<file path="src/rtl/fpf_pkg.sv">
package fpf_pkg;
    localparam int NUM_RANGES = 4;
    localparam int REG_W      = 32;
    localparam int SEL_W      = 3;

    localparam logic [SEL_W-1:0] SEL_OPC  = 3'd4;
    localparam logic [SEL_W-1:0] SEL_CTRL = 3'd5;
    localparam logic [SEL_W-1:0] SEL_STAT = 3'd6;

    typedef struct packed {
        logic [NUM_RANGES-1:0][REG_W-1:0] rng;
        logic [REG_W-1:0]                 opc;
        logic                             locked;
        logic                             direct;
        logic                             viol;
    } fpf_state_t;
endpackage

</file>
<file path="src/rtl/fpf_range_cmp.sv">
module fpf_range_cmp #(
    parameter int ADDR_W = 32
) (
    input  logic [31:0]       rng_i,
    input  logic [ADDR_W-1:0] addr_i,
    output logic              hit_o,
    output logic              wp_o,
    output logic              rp_o
);
    localparam int SH_SMALL = 12;
    localparam int SH_LARGE = 16;

    logic              used;
    logic [ADDR_W-1:0] base;
    logic [ADDR_W-1:0] offs;
    logic [ADDR_W-1:0] win;

    always_comb begin
        used  = |rng_i;
        base  = ADDR_W'({rng_i[31:16], 16'h0000});
        offs  = addr_i - base;
        win   = rng_i[8] ? (offs >> SH_LARGE) : (offs >> SH_SMALL);
        hit_o = used && (addr_i >= base) && (win == ADDR_W'(rng_i[7:0]));
        wp_o  = used && rng_i[9];
        rp_o  = used && rng_i[10];
    end
endmodule

</file>
<file path="src/rtl/fpf_opc_class.sv">
module fpf_opc_class (
    input  logic [31:0] opc_i,
    input  logic [7:0]  op_i,
    output logic        is_wen_o,
    output logic        is_wr_o,
    output logic        is_rd_o
);
    logic [3:0] slot_hit;

    for (genvar s = 0; s < 4; s++) begin : g_slot
        assign slot_hit[s] = (opc_i[8*s +: 8] != 8'h00) && (opc_i[8*s +: 8] == op_i);
    end

    assign is_wen_o = slot_hit[3];
    assign is_wr_o  = slot_hit[2] | slot_hit[1];
    assign is_rd_o  = slot_hit[0];
endmodule

</file>
<file path="src/rtl/flash_prot_filter.sv">
module flash_prot_filter
    import fpf_pkg::*;
#(
    parameter int ADDR_W = 32
) (
    input  logic              clk,
    input  logic              rst_n,
    input  logic              cfg_we,
    input  logic [2:0]        cfg_sel,
    input  logic [31:0]       cfg_wdata,
    output logic [31:0]       cfg_rdata,
    input  logic              chk_valid,
    input  logic [7:0]        chk_opcode,
    input  logic [ADDR_W-1:0] chk_addr,
    input  logic              chk_has_addr,
    output logic              chk_blocked,
    output logic              viol_flag
);
    fpf_state_t st_d, st_q;

    logic [NUM_RANGES-1:0] hit_v, wp_v, rp_v;
    logic is_wen, is_wr, is_rd;
    logic any_wp, wp_hit, rp_hit, blk;
    logic clr_req;

    for (genvar r = 0; r < NUM_RANGES; r++) begin : g_rng
        fpf_range_cmp #(.ADDR_W(ADDR_W)) u_cmp (
            .rng_i  (st_q.rng[r]),
            .addr_i (chk_addr),
            .hit_o  (hit_v[r]),
            .wp_o   (wp_v[r]),
            .rp_o   (rp_v[r])
        );
    end

    fpf_opc_class u_cls (
        .opc_i    (st_q.opc),
        .op_i     (chk_opcode),
        .is_wen_o (is_wen),
        .is_wr_o  (is_wr),
        .is_rd_o  (is_rd)
    );

    always_comb begin
        any_wp  = |wp_v;
        wp_hit  = |(hit_v & wp_v);
        rp_hit  = |(hit_v & rp_v);
        blk     = chk_valid && !st_q.direct &&
                  ((is_wen && any_wp) ||
                   (chk_has_addr && ((is_wr && wp_hit) || (is_rd && rp_hit))));
        clr_req = cfg_we && (cfg_sel == SEL_STAT) && cfg_wdata[0];

        st_d = st_q;
        if (cfg_we) begin
            if (!cfg_sel[2]) begin
                st_d.rng[cfg_sel[1:0]] = cfg_wdata;
            end else if (cfg_sel == SEL_OPC) begin
                if (!st_q.locked) begin
                    st_d.opc    = cfg_wdata;
                    st_d.locked = 1'b1;
                end
            end else if (cfg_sel == SEL_CTRL) begin
                st_d.direct = cfg_wdata[0];
            end
        end
        if (clr_req) st_d.viol = 1'b0;
        if (blk)     st_d.viol = 1'b1;
    end

    always_ff @(posedge clk or negedge rst_n) begin
        if (!rst_n) begin
            st_q        <= '0;
            st_q.direct <= 1'b1;
        end else begin
            st_q <= st_d;
        end
    end

    always_comb begin
        cfg_rdata = '0;
        if (!cfg_sel[2])               cfg_rdata = st_q.rng[cfg_sel[1:0]];
        else if (cfg_sel == SEL_OPC)   cfg_rdata = st_q.opc;
        else if (cfg_sel == SEL_CTRL)  cfg_rdata = {31'd0, st_q.direct};
        else if (cfg_sel == SEL_STAT)  cfg_rdata = {31'd0, st_q.viol};
    end

    assign chk_blocked = blk;
    assign viol_flag   = st_q.viol;

    assert_once_R5: assert property (@(posedge clk) disable iff (!rst_n)
        st_q.locked |=> $stable(st_q.opc));

    assert_bypass_R9: assert property (@(posedge clk) disable iff (!rst_n)
        st_q.direct |-> !chk_blocked);

    assert_sticky_set_R10: assert property (@(posedge clk) disable iff (!rst_n)
        chk_blocked |=> viol_flag);

    assert_sticky_hold_R10: assert property (@(posedge clk) disable iff (!rst_n)
        (viol_flag && !clr_req) |=> viol_flag);

    assert_idle_R11: assert property (@(posedge clk) disable iff (!rst_n)
        !chk_valid |-> !chk_blocked);

    assert_noaddr_R8: assert property (@(posedge clk) disable iff (!rst_n)
        (!chk_has_addr && !is_wen) |-> !chk_blocked);

    assert_unused_R3: assert property (@(posedge clk) disable iff (!rst_n)
        (st_q.rng == '0) |-> !chk_blocked);
endmodule

</file>
<file path="config.mk">
export PLATFORM = sky130hd
export DESIGN_NAME = flash_prot_filter
export DESIGN_NICKNAME = d
export VERILOG_FILES = /design/src/rtl/fpf_pkg.sv /design/src/rtl/fpf_range_cmp.sv /design/src/rtl/fpf_opc_class.sv /design/src/rtl/flash_prot_filter.sv
export SDC_FILE = /design/constraint.sdc
export NUM_CORES = 1
export LEC_CHECK = 0
export ABC_CLOCK_PERIOD_IN_PS = 2900
export BUFFER_PORTS_ARGS = -buffer_cell sky130_fd_sc_hd__buf_2
export CORE_MARGIN = 4
export CORE_UTILIZATION = 56
export CTS_BUF_LIST = sky130_fd_sc_hd__clkbuf_16
export DETAILED_ROUTE_END_ITERATION = 8
export GPL_TIMING_DRIVEN = 0
export PLACE_DENSITY = 0.79
export SYNTH_ARGS = -nofsm -noshare
export SYNTH_HDL_FRONTEND = slang
export SYNTH_SLANG_ARGS = --single-unit
</file>
<file path="constraint.sdc">
create_clock -name clk -period 2.9 [get_ports clk]
set_clock_uncertainty 0.05 [all_clocks]
set_input_delay 0.145 -clock clk [delete_from_list [all_inputs] [get_ports clk]]
set_output_delay 0.145 -clock clk [all_outputs]
set_load 0.005 [all_outputs]
</file>
==> run_results.csv <==
group,metric,value,unit
status,status,"complete, but fails checks",
status,failed_checks,"setup timing",
setup_path,path_cells,"ha_4 > fa_2 > xnor2_2 > mux2i_1 > xor2_1 > o2111ai_1 > or4_1 > nor4_1 > nand4_1 > o221ai_2 > or2_1 > buf_2",
global_routing,grt_max_degree,92,
logic_synthesis,ys_seq_area_frac,0.311,
detailed_routing,wire_per_inst,26.3,um
clock_tree,cts_root_buf,"clkbuf_16",
global_routing,grt_pass1_wl,75.4,mm
timing,slew_viol_final,0,
logic_synthesis,syn_area,13100,um2
logic_synthesis,syn_inst,1435,
pwr,irDropWorstVdd,0.000354,V
detailed_routing,drt-total-wl,50.5,mm
clock_tree,path_clk_slew,80,ps
timing,worst_pin_slew,1150,ps
logic_synthesis,ys.flop_type,"dfrtp_1",
logic_synthesis,synth_area_leaders,"dfrtp_1, mux2_2, ha_1, mux4_2, o21ai_0",
timing,finalCritPeriodShare,1.38,
timing,relSlewSlack,0.224,
setup_path,end_kind,"output pin",
min_path,hold_start,"cfg_wdata[18]",
logic_synthesis,synth-edff-count,0,
setup_path,slowest_delay,500,ps
finish,stdcell_area,15200,um2
floorplan,die_area,26000,um2
floorplan,rows,55,
placement,port_buffers,111,
setup_path,cpMaxStageDelayCell,"or4_1",
logic_synthesis,ys_warn_count,0,
setup_path,start_kind,"flip-flop",
detailed_routing,firstDrtPassIters,7,
logic_synthesis,synth_top_area_cell,"dfrtp_1",
finish,diodes,0,
pwr,p_per_area,685,nW/um2
timing,hold_viol,0,
min_path,hp-class,"in -> reg",
finish,nNetsFinal,1741,
detailed_routing,num_vias,13065,
global_routing,gr-total-overflow,0,
job,drv_cap,0,
floorplan,core_area,22800,um2
global_routing,grtUsageTotal,0.380,
setup_path,crit_fanout,2,
placement,post-place-ws,-848,ps
detailed_routing,viasPerCell,6.82,
floorplan,io_pins,114,
finish,nFillCells,1804,
floorplan,die_w,161,um
logic_synthesis,ys_async_sr_fraction,1.00,
finish,drive_gt1_frac,0.221,
setup_path,cp.arrival,3800,ps
detailed_routing,drc,0,
timing,fin_ws,-1100,ps
placement,dp_hpwl,38.5,mm
clock_tree,clk_latency,470,ps
finish,syn_to_final_growth,15.8,%
clock_tree,cts_sinks,163,
floorplan,start_util,0.575,
detailed_routing,ant_nets,0,
setup_path,rrSetupSlack,-360,ps
timing,fmax,250,MHz
timing,setup_viol,2,
placement,place_area,14100,um2
logic_synthesis,synth_seq_cells,163,
pwr,finalPower,0.0104,W
global_routing,antenna_found_initial,0,
clock_tree,cts-buffers-inserted,17,
setup_path,r2r-start,"st_q[83]",
logic_synthesis,syn_avg_cell_area,9.16,um2
setup_path,crit_required,2710,ps
pwr,p_leak,6.62,nW
setup_path,cp-startpoint,"st_q[83]",
global_routing,grt_pass1_vias,12670,
setup_path,crit_type,"reg -> out",
timing,rsz0062_at_grt,"true",
logic_synthesis,synth_top_area_share,0.309,
placement,routabilityCongestion,1.04,
clock_tree,cts_tree,"built",
floorplan,die_y,161,um
clock_tree,clock_path_buffers,2,
timing,fin_crit,4000,ps
clock_tree,htree_levels,4,
logic_synthesis,ys_types,82,
detailed_routing,drt_iter0_markers,1551,
logic_synthesis,syn_nets,1587,
-- synthesized netlist by cell type, types with 5 or more instances --
library cell  instances
inv_1               112
a22oi_1               5
buf_1                 6
and4_1                7
nor3b_1               8
o2111ai_1             7
nand3_1              23
nor2_1               63
a32o_1                5
a211oi_1             11
o22ai_1               9
nand2_1             142
mux2_2              116
and2_1                6
clkbuf_1             63
or3_1                 9
xor2_1               45
a31oi_1               8
nor3_1               17
xnor2_1              53
ha_1                 68
a211o_1               7
o21ai_1               5
o21a_1               11
a21oi_1              59
nand4_1              24
nand2b_1             17
mux2i_1              15
a21o_1               21
mux4_2               32
nor2b_1              10
dfrtp_1             162
o31ai_1              10
o211ai_1              9
nor4_1               50
a2111oi_0             5
buf_2                 5
o21ai_0             121
-- final timing paths --
kind | end | depth (start not counted)
max | chk_blocked | 12
min | st_q[117] | 3
max reg2reg | viol_flag | 11
min reg2reg | st_q[2] | 2
max in group asynchronous | st_q[83] | 3
min in group asynchronous | st_q[17] | 2
-- cell families (layout without fill, tap and decap cells) --
logic type	after synthesis	count (layout)	synth area share
xor+xnor	99	99	0.0666
mux	163	163	0.166
buf+inv	188	355	0.0548
compound gates	343	343	0.172
simple gates	407	407	0.160
flops	163	163	0.311
fa+ha+maj	72	72	0.0709
-- flip-flops by register name, indices dropped and copies added, names as in the netlist --
| signal | count |
|---|---|
| st_q | 162 |
| viol_flag | 1 |
-- where the power goes --
group,switching [W],leakage (nW),internal [W]
Clock,0.00126,0.311,0.00122
Sequential,0.000653,2.02,0.00267
Combinational,0.00264,4.29,0.00198
-- placed cells by master (no fill, tap or decap), types with 10 or more instances in the layout --
cell | Yosys | final
nor3_1 | 17 | 17
nand2b_1 | 17 | 17
ha_1 | 68 | 66
o21a_1 | 11 | 11
dfrtp_1 | 162 | 160
mux2i_1 | 15 | 15
inv_1 | 112 | 111
clkbuf_16 | 0 | 17
mux4_2 | 32 | 32
nor2_1 | 63 | 63
a21o_1 | 21 | 21
nand3_1 | 23 | 22
mux2_2 | 116 | 116
o31ai_1 | 10 | 10
o21ai_0 | 121 | 118
nor4_1 | 50 | 50
buf_2 | 5 | 115
dlygate4sd3_1 | 0 | 26
clkbuf_1 | 63 | 46
nand4_1 | 24 | 24
xor2_1 | 45 | 45
a21oi_1 | 59 | 54
nand2_1 | 142 | 142
xnor2_1 | 53 | 52
-- worst max-delay path: cells and delay by family, from the launching register on --
kind                       cells  cell delay, ps
buffers and inverters          1             130
AOI/OAI and AO/OA              2             440
DFF                            1             460
adders and majority gates      2             540
and+or+nand+nor                4            1240
muxes                          1             190
xor gates and xnor gates       2             360
-- area by class of cell --
class,instances,area [um2],area share
Clock buffer,17,425,0.0280
Inverter,113,424,0.0279
Sequential cell,163,4080,0.268
Multi-Input combinational cell,1084,8490,0.558
Tap cell,313,392,0.0257
Clock inverter,15,226,0.0149
Buffer,63,256,0.0169
Timing Repair Buffer,147,921,0.0605
-- repair_timing --
action                     in CTS  in global routing
hold endpoints to repair      161                  1
setup endpoints to repair       2                 12
hold buffers                   25                  1
setup buffers                   8                  1
pin swaps                      10                  7
gates resized for setup        20                 26
-- routing by layer --
layer  vias to the layer above  wire length, um  global-route usage
met1                      6276            18500               0.486
met5                         -                0                   0
met4                         0             3840               0.232
met3                       280             6430               0.103
li1                       5557                -                   -
met2                       952            21700               0.577
-- per-stage QoR --
| step | TNS (ps) | cells | hold slack (ps) | utilization |
|---|---|---|---|---|
| floorplan | 0 | 1435 | -201 | - |
| global placement | -125460 | 1859 | 393 | 0.616 |
| detailed placement | -1490 | 1860 | 99.4 | 0.618 |
| CTS | -1240 | 1919 | 3.59 | 0.663 |
| global route | -1510 | 1915 | 25.3 | 0.666 |
| finish | -1460 | 1915 | 14.0 | 0.666 |
Power figures use the tool's default switching activity.
